--- src/rtl/wip_pkg.sv ---
package wip_pkg;
   typedef enum logic [1:0] {
      PH_IDLE = 2'd0,
      PH_LOAD = 2'd1,
      PH_PROG = 2'd2
   } wip_phase_e;

   localparam int unsigned STATUS_BITS = 3;
endpackage

--- src/rtl/wip_track.sv ---
module wip_track
   import wip_pkg::*;
#(
   parameter int unsigned DATA_W = 8
) (
   input  logic              clk,
   input  logic              rst_n,
   input  logic              load_window_i,
   input  logic              prog_busy_i,
   input  logic              byte_latch_i,
   input  logic [DATA_W-1:0] latch_data_i,
   input  logic              rd_en_i,
   output wip_phase_e        phase_o,
   output logic              armed_o,
   output logic              toggle_o,
   output logic              last_msb_o,
   output logic              rd_q_o
);
   logic armed_q, toggle_q, last_msb_q, rd_q;
   logic active, rd_end;

   assign active = armed_q & (load_window_i | prog_busy_i);
   assign rd_end = rd_q & ~rd_en_i;

   always_comb begin
      if (!active)          phase_o = PH_IDLE;
      else if (prog_busy_i) phase_o = PH_PROG;
      else                  phase_o = PH_LOAD;
   end

   always_ff @(posedge clk or negedge rst_n) begin
      if (!rst_n) begin
         armed_q    <= 1'b0;
         toggle_q   <= 1'b0;
         last_msb_q <= 1'b0;
         rd_q       <= 1'b0;
      end else begin
         rd_q <= rd_en_i;
         if (byte_latch_i) begin
            armed_q    <= 1'b1;
            last_msb_q <= latch_data_i[DATA_W-1];
            if (!active) toggle_q <= 1'b0;
         end else begin
            if (!(load_window_i | prog_busy_i)) armed_q <= 1'b0;
            if (active && rd_end) toggle_q <= ~toggle_q;
         end
      end
   end

   assign armed_o    = armed_q;
   assign toggle_o   = toggle_q;
   assign last_msb_o = last_msb_q;
   assign rd_q_o     = rd_q;
endmodule

--- src/rtl/wip_compose.sv ---
module wip_compose
   import wip_pkg::*;
#(
   parameter int unsigned DATA_W         = 8,
   parameter bit          POLL_IN_WINDOW = 1'b1
) (
   input  wip_phase_e        phase_i,
   input  logic              rd_en_i,
   input  logic              toggle_i,
   input  logic              last_msb_i,
   input  logic [DATA_W-1:0] array_data_i,
   output logic [DATA_W-1:0] bus_o,
   output logic [DATA_W-1:0] bus_oe_o
);
   localparam int unsigned LOW_W = DATA_W - STATUS_BITS;
   localparam logic [DATA_W-1:0] STATUS_OE = {{STATUS_BITS{1'b1}}, {LOW_W{1'b0}}};

   logic poll_bit;

   generate
      if (POLL_IN_WINDOW) begin : g_poll_both
         assign poll_bit = ~last_msb_i;
      end else begin : g_poll_prog
         assign poll_bit = (phase_i == PH_PROG) ? ~last_msb_i : last_msb_i;
      end
   endgenerate

   always_comb begin
      bus_o    = '0;
      bus_oe_o = '0;
      if (rd_en_i) begin
         if (phase_i == PH_IDLE) begin
            bus_o    = array_data_i;
            bus_oe_o = '1;
         end else begin
            bus_o    = {poll_bit, toggle_i, (phase_i == PH_PROG), {LOW_W{1'b0}}};
            bus_oe_o = STATUS_OE;
         end
      end
   end
endmodule

--- src/rtl/wip_status_resp.sv ---
module wip_status_resp
   import wip_pkg::*;
#(
   parameter int unsigned DATA_W         = 8,
   parameter bit          POLL_IN_WINDOW = 1'b1
) (
   input  logic              clk,
   input  logic              rst_n,
   input  logic              load_window_i,
   input  logic              prog_busy_i,
   input  logic              byte_latch_i,
   input  logic [DATA_W-1:0] latch_data_i,
   input  logic              rd_en_i,
   input  logic [DATA_W-1:0] array_data_i,
   output logic [DATA_W-1:0] bus_o,
   output logic [DATA_W-1:0] bus_oe_o
);
   generate
      if (DATA_W < STATUS_BITS + 1) begin : g_bad_width
         $error("wip_status_resp: DATA_W must be at least 4");
      end
   endgenerate

   wip_phase_e phase_w;
   logic       armed_w, toggle_w, last_msb_w, rd_q_w;

   wip_track #(.DATA_W(DATA_W)) track_i (
      .clk(clk), .rst_n(rst_n),
      .load_window_i(load_window_i), .prog_busy_i(prog_busy_i),
      .byte_latch_i(byte_latch_i), .latch_data_i(latch_data_i),
      .rd_en_i(rd_en_i),
      .phase_o(phase_w), .armed_o(armed_w), .toggle_o(toggle_w),
      .last_msb_o(last_msb_w), .rd_q_o(rd_q_w)
   );

   wip_compose #(.DATA_W(DATA_W), .POLL_IN_WINDOW(POLL_IN_WINDOW)) compose_i (
      .phase_i(phase_w), .rd_en_i(rd_en_i), .toggle_i(toggle_w),
      .last_msb_i(last_msb_w), .array_data_i(array_data_i),
      .bus_o(bus_o), .bus_oe_o(bus_oe_o)
   );
endmodule

--- config.mk ---
export PLATFORM = sky130hd
export DESIGN_NAME = wip_status_resp
export DESIGN_NICKNAME = d
export VERILOG_FILES = /design/src/rtl/wip_pkg.sv /design/src/rtl/wip_track.sv /design/src/rtl/wip_compose.sv /design/src/rtl/wip_status_resp.sv
export SDC_FILE = /design/constraint.sdc
export NUM_CORES = 1
export LEC_CHECK = 0
export ABC_AREA = 1
export BUFFER_PORTS_ARGS = -buffer_cell sky130_fd_sc_hd__buf_2
export CAP_MARGIN = 20
export CORE_AREA = 5 5 42 44
export DETAILED_ROUTE_END_ITERATION = 8
export DIE_AREA = 0 0 47 49
export PLACE_DENSITY = 0.58
export SLEW_MARGIN = 20
export SYNTH_ARGS = -nofsm -noshare
export SYNTH_HDL_FRONTEND = slang
export SYNTH_SLANG_ARGS = --single-unit
--- constraint.sdc ---
create_clock -name clk -period 1.3 [get_ports clk]
set_clock_uncertainty 0.2 [all_clocks]
set_input_delay 0.13 -clock clk [delete_from_list [all_inputs] [get_ports clk]]
set_output_delay 0.13 -clock clk [all_outputs]
set_load 0.02 [all_outputs]
; ---- Word level (Yosys, flattened, before mapping)
; Cells that the tools add are included.
; Widths: inputs -> output; s select.
[totals]
reg_bits = 4
latchBits = 0
mem_bits_rw = 0
mem_bits_ro = 0
input_bits = 22
output_inout_bits = 16
word_cells = 28
mem_count = 0
[op_classes]
addsub = 0
mul = 0
div = 0
n_lt_le_gt_ge = 0
n_eq_ne = 3
shifts = 0
mux = 11
bitwise = 6
reduce_logical = 4
[ops]
columns = cell, n
row1 = $mux 8, 3
row2 = $mux 1, 5
row3 = $mux 5, 1
row4 = $mux 2, 2
row5 = $ne 2x2->1 const B, 2
row6 = $not 1->1, 3
row7 = $and 1x1->1, 2
row8 = $eq 2x2->1 const B, 1
row9 = $logic_not 2->1, 1
row10 = $reduce_and 2->1, 1
row11 = $reduce_bool 2->1, 1
row12 = $logic_and 1x1->1, 1
row13 = $or 1x1->1, 1

; ---- Logic depth before layout (Yosys ltp)
[depth]
ltp_word = 6
depth_mapped = 6
ltp_nobuf = 6

; ---- Modules after synthesis
; From an unflattened synthesis, not the netlist that was laid out.
[unflattened]
cells_unflattened = 54
area_unflattened_um2 = 361.6
[by_module_without_submodules]
columns = module, n_inst, cells_per_inst, area_per_inst_um2, seq_area_each_um2
row1 = wip_compose, 1, 31, 183.9, 0.0
row2 = wip_track, 1, 23, 177.7, 100.1

; ---- Least setup slack after synthesis
; No wires, ideal clock.
[synth_timing]
path_kind = reg2out
start = register track_i.armed_q (netlist: track_i.armed_o)
end = output port bus_oe_o[1]
arrival_ns = 1.022
required_time_ns = 0.970
setup_slack_ns = -0.052
path_stages_with_launch = 5
n_path_buf = 1
path_cell_list = dfrtp_1 -> o21ai_2 -> nand2_1 -> inv_1 -> buf_4
[synth_between]
elab_chain_len = 5
[synth_rtl]
columns = item, line
row1 = start: declaration, wip_track.sv:19  ; logic armed_q, toggle_q, last_msb_q, rd_q;
row2 = start signal: assignment, wip_track.sv:33  ; armed_q <= 1'b0;
row3 = start signal: assignment, wip_track.sv:40  ; armed_q <= 1'b1;
row4 = start signal: assignment, wip_track.sv:44  ; if (!(load_window_i | prog_busy_i)) armed_q <= 1'b0;
row5 = $and 1x1->1, wip_track.sv:22  ; assign active = armed_q & (load_window_i | prog_busy_i);
row6 = $mux 2, wip_track.sv:26  ; if (!active) phase_o = PH_IDLE;
row7 = $logic_not 2->1, wip_compose.sv:32  ; if (phase_i == PH_IDLE) begin
row8 = $mux 5, wip_compose.sv:32
row9 = $mux 8, wip_compose.sv:31  ; if (rd_en_i) begin
row10 = end: declaration, wip_status_resp.sv:16  ; output logic [DATA_W-1:0] bus_oe_o
; No other way between the ends.

; ---- Worst setup path after layout
[layout_timing]
start = register track_i.armed_q (netlist: track_i.armed_o)
end = output port bus_o[6]
[layout_between]
elab_chain_len = 5
[layout_rtl]
columns = item, line
row1 = $and 1x1->1, wip_track.sv:22
row2 = $mux 2, wip_track.sv:26
row3 = $logic_not 2->1, wip_compose.sv:32
row4 = $mux 8, wip_compose.sv:32
row5 = $mux 8, wip_compose.sv:31
row6 = end: declaration, wip_status_resp.sv:15  ; output logic [DATA_W-1:0] bus_o,
; No other way between the ends.

==> impl_results.md <==
* Slew headroom at 87.13%
* Utilization of the core after routing at ~40%
* Worst Setup EP: bus_o[6]
* Switching power total at 160.3 uW
* Flop pwr share at 30.2%
* Area leader, netlist: dfrtp_1
* DR DRC count at 0
* Status: finished, violations left
* Actual slew at the worst max-slew pin at a little under 200 ps
* Final min period at ~1500 ps
* Synth top area share at 32.52%
* Die Height at approximately 49 um
* CTS tree: done
* Pin count of the biggest net entering global routing at 9
* Final worst path period share at 113.7%
* Layout cell share with drive strength beyond 1 at between 40% and 50%
* Nets@finish at about 100
* Switching part of the total at 32.53%
* RSZ-0062 raised after global routing: true
* Die extent in x at between 40 and 50 um
* Mean routed wirelength per cell at just over 9 um
* Final wirelength at between 800 and 900 um
* Vias in the first global route at about 330
* Worst reg2reg path depth at 5
* Drt first pass iters at 3
* Syn-to-layout area delta at 81.71%
* Cell area after synthesis at around 300 um^2
* Synthesis Warnings at 0
* Num CTS Buffers at 3
* Sum Neg Setup Slack at -1881 ps
* Setup violators final at 13
* Yosys cell types at 9
* Lkg Pwr at 0.0003458 uW
* Initial Util at a little over a fifth
* H-tree level count at 1
* Clk buf depth at 2
* Core area at roughly 0.0014 mm^2
* Fmax at roughly 680 MHz
* PD cells at 881.1 mW/mm^2
* Avg Synthesized Cell Area at between 6 and 7 um^2
* Top post-synthesis cells by area: dfrtp_1 (33%), buf_4 (17%), nor2_1 (15%)
* Failing checks: negative setup slack
* Initial antenna violation count at 0
* DR vias at about 380
* Critical Path Start: track_i.armed_o$_DFFE_PN0P_
* Critical Path Max Stage Delay at 390 ps
* Gpl congestion at roughly 0.75
* Required @ worst endpoint at 970 ps
* Final worst setup slack at -177.9 ps
* Worst Setup End Kind: primary output
* Critical Path Fanout Max at 3
* Later-pin clock latency in the skew report at roughly 230 ps
* Port bufs at 30
* First-pass GRT wire length at 1248 um
* Combinational cell fraction of total power at roughly two fifths
* GRT Total Usage at 7.410%
* Seq/Total Area, Yosys at approximately 33%
* Root Driver: clkbuf_4
* Critical path type: flip-flop to primary output
* Hold Crit Class: input pin to asynchronous set/reset pin
* Vias per cell at roughly 4
* CP Cell Sequence: o21ai_2, buf_6, o21ai_2, nor2_1, buf_4
* Internal power at 332.4 uW
* Post-Syn Nets at between 70 and 80
* Post-Synthesis Cells at between 40 and 50
* Clock power frac at 30.0%
* Die area at 0.002303 mm^2
* Clock sink count at 4
* WP data arrival at roughly 1200 ps
* Final-report max-slew violation count at 0
* CP Launch Type: flip-flop
* Grt total ovfl at 0
* Worst-path clk slew at 40 ps
* Inserted Diodes at 0
* FF-to-FF End: track_i.toggle_o$_DFFE_PN0P_
* Endpoints failing hold at 0
* R2r setup slk at 150 ps
* HPWL after DPL at around 680 um
* Most used cell, CP: o21ai_2
* Worst IR Drop VDD at about 0.48 mV
* Critical path's slowest cell: dfrtp_1
* Reg-to-reg startpoint: track_i.armed_o$_DFFE_PN0P_
* Initial DRC count at 3
* Ports at 38
* Max_cap viols at 0
* DRT antenna net count at 0
* Flops & latches, synth at 4
* # rows at 14
-- power by group through the flow --
stage | Combinational [uW] | Sequential (uW) | Clock [uW]
after CTS | 193 | 147 | 159
after global placement | 155 | 147 | 0
after detailed placement | 156 | 148 | 0
after global routing | 217 | 151 | 158
after floorplan | 107 | 146 | 0
final | 196 | 149 | 148
-- cell usage in the layout (no fill, tap or decap) --
cell	netlist	layout
a21oi_1	1	1
buf_2	0	16
buf_4	7	8
buf_6	0	6
clkbuf_4	0	3
dfrtp_1	4	4
dlygate4sd3_1	0	3
dlymetal6s4s_1	0	1
inv_1	10	9
inv_4	0	1
nand2_1	9	8
nand2_2	0	1
nand3_1	2	2
nor2_1	12	11
nor2_2	0	1
o21ai_0	3	1
o21ai_1	0	1
o21ai_2	1	2
-- critical path: cells and delay by family (launching register included) --
family | cells | cell delay [ps]
buffers and inverters | 2 | 280
AND/OR/NAND/NOR | 1 | 100
AO/OA/AOI/OAI | 2 | 140
flip-flops | 1 | 390
-- stage by stage --
stage          hold WS (ps)  area, um^2  std cells  setup WS [ps]  power [uW]
6_report              30.56       559.3         95         -177.9       492.8
5_1_grt               40.59       559.3         95         -280.2       526.1
4_1_cts               26.45       551.8         96         -209.1       498.8
3_5_place_dp         -257.4       432.9         89          21.61       303.8
3_3_place_gp         -258.3       432.9         89          38.48       302.2
2_1_floorplan        -365.6       307.8         49          37.37       253.0
-- timing repair --
item / 4_1_cts / 5_1_grt
endpoints found under the setup margin: 13 / 14
gates resized for setup: 22 / 4
buffers inserted: 0 / 0
hold endpoints to repair: 7 / 0
hold buffers: 4 / 0
pin swaps: 3 / 1
-- state kept, by name, indices dropped and copies added (netlist names) --
register and count:
track_i.toggle_o 1, track_i.last_msb_o 1, track_i.armed_o 1, track_i.rd_q_o 1
-- layout make-up --
cell class                 count  area (um^2)
fill                         150        842.1
timing repair buffer          34        250.2
multi-input combinational     28        126.4
sequential                     4        100.1
inverter                      10        40.04
clock buffer                   3        22.52
tap                           16        20.02
-- synthesized netlist by cell type --
cell and instances:
nor2_1 12, inv_1 10, nand2_1 9, buf_4 7
dfrtp_1 4, o21ai_0 3, nand3_1 2, a21oi_1 1
o21ai_2 1
-- kinds of logic after synthesis --
group                  share of synthesized area [%]
and+or+nand+nor                                28.86
buffers and inverters                          29.27
DFF                                            32.52
AOI/OAI and AO/OA                              9.347
-- how the worst min path moves through the flow --
stage	from	endpoint	cells after the start
after floorplan	rst_n	track_i.armed_o$_DFFE_PN0P_	0
after global placement	rst_n	track_i.rd_q_o$_DFF_PN0_	1
after detailed placement	rst_n	track_i.toggle_o$_DFFE_PN0P_	1
after CTS	rst_n	track_i.rd_q_o$_DFF_PN0_	2
after global routing	rst_n	track_i.rd_q_o$_DFF_PN0_	2
final	rst_n	track_i.rd_q_o$_DFF_PN0_	2
-- layer usage --
metal  vias to the layer above  share of wire [%]  GRT usage [%]
met4                         0                  0          4.147
met3                         0                 14          1.476
met1                       159                 34          6.637
li1                        200                  -              -
met5                         -                  0              0
met2                        24                 52          14.03
No activity file was read; power rests on OpenSTA's default activity.
